`src/rtl/sysctl_pkg.sv`:
```
package sysctl_pkg;
  localparam int ADDR_W = 12;
  localparam int DATA_W = 32;

  localparam logic [ADDR_W-1:0] OFS_LED    = 12'h000;
  localparam logic [ADDR_W-1:0] OFS_DBG    = 12'h004;
  localparam logic [ADDR_W-1:0] OFS_BTN    = 12'h008;
  localparam logic [ADDR_W-1:0] OFS_CLK1   = 12'h010;
  localparam logic [ADDR_W-1:0] OFS_CLK100 = 12'h014;
  localparam logic [ADDR_W-1:0] OFS_CNT    = 12'h018;
  localparam logic [ADDR_W-1:0] OFS_PRE    = 12'h01C;
  localparam logic [ADDR_W-1:0] OFS_PSC    = 12'h020;
  localparam logic [ADDR_W-1:0] OFS_SW     = 12'h028;
  localparam logic [ADDR_W-1:0] OFS_MISC   = 12'h04C;

  typedef enum logic [3:0] {
    SEL_NONE, SEL_LED, SEL_DBG, SEL_BTN, SEL_CLK1, SEL_CLK100,
    SEL_CNT, SEL_PRE, SEL_PSC, SEL_SW, SEL_MISC
  } rdSel_e;

  typedef struct packed {
    logic   rdEn;
    rdSel_e rdSel;
    logic   invalid;
    logic   wrLed;
    logic   wrDbg;
    logic   wrMisc;
    logic   wrClk1;
    logic   wrClk100;
    logic   wrCount;
    logic   wrPresc;
    logic   wrPscnt;
  } ctrlStrobes_t;
endpackage

```
`src/rtl/sysctl_tick_counter.sv`:
```
module sysctl_tick_counter #(
  parameter int DIV = 100
) (
  input  logic        clk,
  input  logic        rstN,
  input  logic        load,
  input  logic [31:0] wdata,
  output logic [31:0] count
);
  localparam int PH_W = (DIV > 1) ? $clog2(DIV) : 1;
  localparam logic [PH_W-1:0] PH_LAST = PH_W'(DIV - 1);

  logic [PH_W-1:0] phase;

  always_ff @(posedge clk) begin
    if (!rstN) begin
      phase <= '0;
      count <= '0;
    end else if (load) begin
      phase <= '0;
      count <= wdata;
    end else if (phase == PH_LAST) begin
      phase <= '0;
      count <= count + 32'd1;
    end else begin
      phase <= phase + PH_W'(1);
    end
  end

  p_load_value_r8: assert property (@(posedge clk) disable iff (!rstN)
    load |=> count == $past(wdata));

  p_step_by_one_r6: assert property (@(posedge clk) disable iff (!rstN)
    !load |=> (count == $past(count)) || (count == $past(count) + 32'd1));
endmodule

```
`src/rtl/sysctl_ctrl.sv`:
```
module sysctl_ctrl
  import sysctl_pkg::*;
#(
  parameter int NUM_LEDS     = 2,
  parameter bit HAS_DBGCTRL  = 1'b0,
  parameter bit HAS_SWITCHES = 1'b0
) (
  input  logic              clk,
  input  logic              rstN,
  input  logic              psel,
  input  logic              pwrite,
  input  logic [ADDR_W-1:0] paddr,
  output ctrlStrobes_t      stb
);
  rdSel_e hit;
  logic   wrAcc;

  always_comb begin
    case (paddr)
      OFS_LED:    hit = SEL_LED;
      OFS_DBG:    hit = HAS_DBGCTRL ? SEL_DBG : SEL_NONE;
      OFS_BTN:    hit = SEL_BTN;
      OFS_CLK1:   hit = SEL_CLK1;
      OFS_CLK100: hit = SEL_CLK100;
      OFS_CNT:    hit = SEL_CNT;
      OFS_PRE:    hit = SEL_PRE;
      OFS_PSC:    hit = SEL_PSC;
      OFS_SW:     hit = HAS_SWITCHES ? SEL_SW : SEL_NONE;
      OFS_MISC:   hit = SEL_MISC;
      default:    hit = SEL_NONE;
    endcase
  end

  assign wrAcc = psel && pwrite;

  always_comb begin
    stb          = '0;
    stb.rdEn     = psel && !pwrite;
    stb.rdSel    = hit;
    stb.invalid  = psel && (hit == SEL_NONE);
    stb.wrLed    = wrAcc && (hit == SEL_LED) && (NUM_LEDS > 0);
    stb.wrDbg    = wrAcc && (hit == SEL_DBG);
    stb.wrMisc   = wrAcc && (hit == SEL_MISC);
    stb.wrClk1   = wrAcc && (hit == SEL_CLK1);
    stb.wrClk100 = wrAcc && (hit == SEL_CLK100);
    stb.wrCount  = wrAcc && (hit == SEL_CNT);
    stb.wrPresc  = wrAcc && (hit == SEL_PRE);
    stb.wrPscnt  = wrAcc && (hit == SEL_PSC);
  end

  p_onehot_writes_r1: assert property (@(posedge clk) disable iff (!rstN)
    $onehot0({stb.wrLed, stb.wrDbg, stb.wrMisc, stb.wrClk1, stb.wrClk100,
              stb.wrCount, stb.wrPresc, stb.wrPscnt}));

  p_invalid_no_write_r4: assert property (@(posedge clk) disable iff (!rstN)
    stb.invalid |-> !(stb.wrLed || stb.wrDbg || stb.wrMisc || stb.wrClk1 ||
                      stb.wrClk100 || stb.wrCount || stb.wrPresc || stb.wrPscnt));
endmodule

```
`src/rtl/sysctl_datapath.sv`:
```
module sysctl_datapath
  import sysctl_pkg::*;
#(
  parameter int CLK_HZ       = 50_000_000,
  parameter int NUM_LEDS     = 2,
  parameter int NUM_BUTTONS  = 4,
  parameter int NUM_SWITCHES = 8
) (
  input  logic                  clk,
  input  logic                  rstN,
  input  ctrlStrobes_t          stb,
  input  logic [DATA_W-1:0]     pwdata,
  input  logic [NUM_BUTTONS-1:0]  buttons,
  input  logic [NUM_SWITCHES-1:0] switches,
  input  logic [DATA_W-1:0]     pcCounterVal,
  input  logic [DATA_W-1:0]     pcPrescaleVal,
  input  logic [DATA_W-1:0]     pcPscntrVal,
  output logic [(NUM_LEDS > 0 ? NUM_LEDS : 1)-1:0] leds,
  output logic [2:0]            pcWr,
  output logic [DATA_W-1:0]     pcWdata,
  output logic [DATA_W-1:0]     prdata
);
  localparam int LED_W = (NUM_LEDS > 0) ? NUM_LEDS : 1;

  logic [LED_W-1:0]        ledReg;
  logic [DATA_W-1:0]       dbgReg, miscReg, rdVal;
  logic [NUM_BUTTONS-1:0]  btnMeta, btnSync;
  logic [NUM_SWITCHES-1:0] swMeta, swSync;
  logic [1:0]              clkLoad;
  logic [DATA_W-1:0]       clkCnt [2];

  always_ff @(posedge clk) begin
    if (!rstN) begin
      ledReg  <= '0;
      dbgReg  <= '0;
      miscReg <= '0;
      btnMeta <= '0;
      btnSync <= '0;
      swMeta  <= '0;
      swSync  <= '0;
    end else begin
      if (stb.wrLed)  ledReg  <= pwdata[LED_W-1:0];
      if (stb.wrDbg)  dbgReg  <= pwdata;
      if (stb.wrMisc) miscReg <= pwdata;
      btnMeta <= buttons;
      btnSync <= btnMeta;
      swMeta  <= switches;
      swSync  <= swMeta;
    end
  end

  assign clkLoad = {stb.wrClk100, stb.wrClk1};

  for (genvar g = 0; g < 2; g++) begin : g_clk
    localparam int DIV = (g == 0) ? CLK_HZ : CLK_HZ / 100;
    sysctl_tick_counter #(.DIV(DIV)) u_tick (
      .clk   (clk),
      .rstN  (rstN),
      .load  (clkLoad[g]),
      .wdata (pwdata),
      .count (clkCnt[g])
    );
  end

  always_comb begin
    case (stb.rdSel)
      SEL_LED:    rdVal = DATA_W'(ledReg);
      SEL_DBG:    rdVal = dbgReg;
      SEL_BTN:    rdVal = DATA_W'(btnSync);
      SEL_CLK1:   rdVal = clkCnt[0];
      SEL_CLK100: rdVal = clkCnt[1];
      SEL_CNT:    rdVal = pcCounterVal;
      SEL_PRE:    rdVal = pcPrescaleVal;
      SEL_PSC:    rdVal = pcPscntrVal;
      SEL_SW:     rdVal = DATA_W'(swSync);
      SEL_MISC:   rdVal = miscReg;
      default:    rdVal = '0;
    endcase
  end

  assign prdata  = stb.rdEn ? rdVal : '0;
  assign leds    = ledReg;
  assign pcWr    = {stb.wrPscnt, stb.wrPresc, stb.wrCount};
  assign pcWdata = pwdata;

  p_invalid_reads_zero_r4: assert property (@(posedge clk) disable iff (!rstN)
    stb.invalid |-> prdata == '0);

  if (NUM_LEDS > 0) begin : g_led_chk
    p_led_store_r2: assert property (@(posedge clk) disable iff (!rstN)
      stb.wrLed |=> leds == $past(pwdata[LED_W-1:0]));
  end
endmodule

```
`src/rtl/sysctl_regbank.sv`:
```
module sysctl_regbank
  import sysctl_pkg::*;
#(
  parameter int CLK_HZ       = 50_000_000,
  parameter int NUM_LEDS     = 2,
  parameter int NUM_BUTTONS  = 4,
  parameter int NUM_SWITCHES = 8,
  parameter bit HAS_DBGCTRL  = 1'b0,
  parameter bit HAS_SWITCHES = 1'b0
) (
  input  logic                    clk,
  input  logic                    rstN,
  input  logic                    psel,
  input  logic                    pwrite,
  input  logic [11:0]             paddr,
  input  logic [31:0]             pwdata,
  output logic [31:0]             prdata,
  input  logic [NUM_BUTTONS-1:0]  buttons,
  input  logic [NUM_SWITCHES-1:0] switches,
  output logic [(NUM_LEDS > 0 ? NUM_LEDS : 1)-1:0] leds,
  output logic                    pcCounterWr,
  output logic                    pcPrescaleWr,
  output logic                    pcPscntrWr,
  output logic [31:0]             pcWdata,
  input  logic [31:0]             pcCounterVal,
  input  logic [31:0]             pcPrescaleVal,
  input  logic [31:0]             pcPscntrVal,
  output logic                    badAccess
);
  ctrlStrobes_t stb;
  logic [2:0]   pcWr;

  sysctl_ctrl #(
    .NUM_LEDS     (NUM_LEDS),
    .HAS_DBGCTRL  (HAS_DBGCTRL),
    .HAS_SWITCHES (HAS_SWITCHES)
  ) u_ctrl (
    .clk    (clk),
    .rstN   (rstN),
    .psel   (psel),
    .pwrite (pwrite),
    .paddr  (paddr),
    .stb    (stb)
  );

  sysctl_datapath #(
    .CLK_HZ       (CLK_HZ),
    .NUM_LEDS     (NUM_LEDS),
    .NUM_BUTTONS  (NUM_BUTTONS),
    .NUM_SWITCHES (NUM_SWITCHES)
  ) u_dp (
    .clk           (clk),
    .rstN          (rstN),
    .stb           (stb),
    .pwdata        (pwdata),
    .buttons       (buttons),
    .switches      (switches),
    .pcCounterVal  (pcCounterVal),
    .pcPrescaleVal (pcPrescaleVal),
    .pcPscntrVal   (pcPscntrVal),
    .leds          (leds),
    .pcWr          (pcWr),
    .pcWdata       (pcWdata),
    .prdata        (prdata)
  );

  assign pcCounterWr  = pcWr[0];
  assign pcPrescaleWr = pcWr[1];
  assign pcPscntrWr   = pcWr[2];
  assign badAccess    = stb.invalid;

  p_strobe_needs_write_r9: assert property (@(posedge clk) disable iff (!rstN)
    (pcCounterWr || pcPrescaleWr || pcPscntrWr) |-> (psel && pwrite && !badAccess));
endmodule

```
`config.mk`:
```
export PLATFORM = sky130hd
export DESIGN_NAME = sysctl_regbank
export DESIGN_NICKNAME = d
export VERILOG_FILES = /design/src/rtl/sysctl_pkg.sv /design/src/rtl/sysctl_tick_counter.sv /design/src/rtl/sysctl_ctrl.sv /design/src/rtl/sysctl_datapath.sv /design/src/rtl/sysctl_regbank.sv
export SDC_FILE = /design/constraint.sdc
export NUM_CORES = 1
export LEC_CHECK = 0
export BUFFER_PORTS_ARGS = -buffer_cell sky130_fd_sc_hd__buf_2
export CAP_MARGIN = 10
export CORE_UTILIZATION = 52
export DETAILED_ROUTE_END_ITERATION = 8
export PLACE_DENSITY = 0.91
export SETUP_SLACK_MARGIN = 0.4
export SYNTH_ARGS = -nofsm -noshare
export SYNTH_HDL_FRONTEND = slang
export SYNTH_SLANG_ARGS = --single-unit
```
`constraint.sdc`:
```
create_clock -name clk -period 7.8 [get_ports clk]
set_clock_uncertainty 0.2 [all_clocks]
set_input_delay 1.56 -clock clk [delete_from_list [all_inputs] [get_ports clk]]
set_output_delay 1.56 -clock clk [all_outputs]
set_load 0.03 [all_outputs]
```
==> metrics.csv <==
metric,value,unit
status,"finished, final reports clean",
synth_nets,1236,
post-place-ws,1.46,ns
crit_reg_reg_startpoint,u_dp.g_clk[0].u_tick.phase[0],
die_height,132,µm
reg2reg_to,u_dp.g_clk[0].u_tick.phase[13],
yosys.area_share.adder,0.00574,
postSynthRegisterBits,151,
main_combinational_cell_family_by_area_after_synthesis,simple AND/OR/NAND/NOR gates,
slowest_cell_on_crit_path,sky130_fd_sc_hd__and2_2,
layout_worst_path_cycle_share,0.824,
maximum_number_of_pins_on_one_net_before_global_route_repair,66,
synthFlopType,sky130_fd_sc_hd__dfxtp_1,
start_util,0.541,
cts_hold_buffers,0,
synth_enable_flop_cells,0,
nFillCells,1364,
hold-path-cell-count,1,
cts_sinks,151,
worst_slew_pin_tran,1.23,ns
maxCapViolations,0,
synth.avg_cell_area,8.11,µm²
worstSetupStartpointType,input port,
cts_setup_buffers,0,
io_pins,226,
synthArstFlopShare,0,
setup.worst_path.end_class,output port,
worst-r2r-cell-count,6,
post_synth_instance_area,8720,µm²
power_density,172,nW/µm²
min_delay_path_class,register to register,
route.detailed.drc,0,
min_to,u_dp.btnSync[1],
mux_cell_area_share_after_synthesis,0.0526,
area_delta_synth_final,17.0,%
layout_common_cells,"217 x sky130_fd_sc_hd__buf_2, 151 x sky130_fd_sc_hd__dfxtp_1, 122 x sky130_fd_sc_hd__nand2_1",
setup_viol,0,
final-instance-count-excl-fill,1453,
fp-row-count,46,
ys_warn_count,0,
hpwl_detailed,21700,µm
gp_congestion,1.01,
syn-instance-count,1076,
tritoncts,done,
synth-xor-area-share,0.0944,
timing.final.ws_setup,1.37,ns
layout.cell_area.non_filler,10200,µm²
die_outline_area,17300,µm²
port_buffers,217,
arrival,4.67,ns
final-max-slew-violation-count,0,
hold_slack,0.234,ns
global_route.overflow_total,0,
die-width,132,µm
worstPathBufferInverterCount,4,
p_total,1.76,mW
clk-insertion-delay-late,0.43,ns
rsz0062_at_grt,false,
worst-endpoint-required,6.04,ns
compound_cell_area_share_of_the_yosys_netlist,0.186,
layout_min_cycle_time,6.43,ns
grt_first_pass_wirelength,45700,µm
detailedRoute.firstIterationViolations,1333,
post-place-cells,1419,
power_leakage,3.53,nW
timing.slew.headroom,0.177,
crit_path_max_incr_delay,0.85,ns
critical_path.top_delay_family,simple AND/OR/NAND/NOR gates,
global_route_usage_sum,0.344,
fin_tns_setup,0,ns
cts.path.max_buffers,2,
final-hold-violation-count,0,
vias,9262,
cts-root-buf,sky130_fd_sc_hd__clkbuf_16,
totalWireLength,30200,µm
antenna_found_initial,1,
routedWlPerCell,20.8,µm
place_area,9600,µm²
avgViaCountPerCell,6.37,
post-route-util,0.634,
fmax,156,MHz
reg2reg_slack,4.51,ns
yosys.area_share.simple,0.241,
cts_inserted_buffers,17,
post_cts_resize_count,0,
min_from,u_dp.btnMeta[1],
dr.pass1.iters,6,
first_global_vias,8387,
ant_nets,0,
critical_path.cell_chain,buf_2 -> or4_4 -> nor3_1 -> buf_4 -> and2_2 -> buf_4 -> mux2i_1 -> o221ai_1 -> nor2b_1 -> buf_2,
mostFrequentLayoutCell,sky130_fd_sc_hd__buf_2,
yosys.cell_types.count,66,
setup.worst_path.class,input port to output port,
vdd_ir_drop_max,0.157,mV
drive_gt1_frac,0.246,
synth_sequential_area_ratio,0.347,
num-nets-final,1382,
cts-htree-levels,4,
clkSlewWorstSetupHoldPaths,0.06,ns
crit_path_max_fanout,30,
coreArea,16100,µm²
==> per-layer routing <==
layer  track usage  share of wire  vias up  wire, µm
met1         0.416           0.37     4242     11000
met3        0.0768           0.12      140      3630
met4         0.227          0.069        0      2100
li1              -              -     4143         -
met2         0.546           0.44      737     13400
met5             0              0        -         0
==> flip-flops by register name (all words and copies together) (netlist names) <==
name and flops:
u_dp.miscReg 32, u_dp.btnSync 4, u_dp.btnMeta 4, u_dp.g_clk.u_tick.count 64
u_dp.leds 2, u_dp.g_clk.u_tick.phase 45
==> worst max path at each step <==
stage | from | end | cells after the start | slack (ns)
after floorplan | paddr[1] | prdata[17] | 8 | 2.32
after global placement | paddr[1] | prdata[2] | 10 | 1.44
after detailed placement | paddr[1] | prdata[3] | 10 | 1.46
after CTS | paddr[1] | prdata[3] | 10 | 1.45
after global routing | paddr[1] | prdata[5] | 10 | 1.25
final | paddr[1] | prdata[2] | 10 | 1.37
==> Yosys cell counts (11+ instances only) <==
| cell | count | share of area |
|---|---|---|
| sky130_fd_sc_hd__buf_2 | 16 | 0.0092 |
| sky130_fd_sc_hd__and3_1 | 13 | 0.0093 |
| sky130_fd_sc_hd__a2bb2oi_1 | 14 | 0.014 |
| sky130_fd_sc_hd__inv_1 | 13 | 0.0056 |
| sky130_fd_sc_hd__nand4_1 | 24 | 0.017 |
| sky130_fd_sc_hd__xor2_1 | 39 | 0.039 |
| sky130_fd_sc_hd__nand3_1 | 39 | 0.022 |
| sky130_fd_sc_hd__a31oi_1 | 11 | 0.0079 |
| sky130_fd_sc_hd__nand2_1 | 122 | 0.052 |
| sky130_fd_sc_hd__a21oi_1 | 110 | 0.063 |
| sky130_fd_sc_hd__o21ai_0 | 44 | 0.025 |
| sky130_fd_sc_hd__and2_1 | 14 | 0.010 |
| sky130_fd_sc_hd__o21ai_1 | 19 | 0.011 |
| sky130_fd_sc_hd__a22oi_1 | 17 | 0.015 |
| sky130_fd_sc_hd__clkbuf_1 | 43 | 0.019 |
| sky130_fd_sc_hd__nor2_1 | 95 | 0.041 |
| sky130_fd_sc_hd__dfxtp_1 | 151 | 0.35 |
| sky130_fd_sc_hd__nor3_1 | 24 | 0.014 |
| sky130_fd_sc_hd__xnor2_1 | 55 | 0.055 |
| sky130_fd_sc_hd__buf_4 | 35 | 0.030 |
| sky130_fd_sc_hd__a222oi_1 | 18 | 0.021 |
| sky130_fd_sc_hd__mux2i_1 | 38 | 0.044 |
==> power breakdown <==
part,switching [mW],internal (mW)
logic,0.0867,0.0469
clock network,0.329,0.517
registers,0.00413,0.777
==> final cells by class <==
class                      instances  area (µm²)  share of cell area
timing repair buffer             229        1180               0.115
multi-input combinational        808        5070               0.497
antenna                            3        7.51            0.000735
clock buffer                      19         453              0.0444
tap                              216         270              0.0265
clock inverter                    12         151              0.0148
inverter                          15        56.3             0.00551
sequential                       151        3020               0.296
==> kinds of logic after synthesis <==
group / Yosys count
AND/OR/NAND/NOR: 407
AO/OA/AOI/OAI: 260
flip-flops: 151
buffers and inverters: 117
XOR/XNOR: 94
multiplexers: 43
adder cells (fa/ha/maj): 4
No activity file was read; power rests on OpenSTA's default activity.
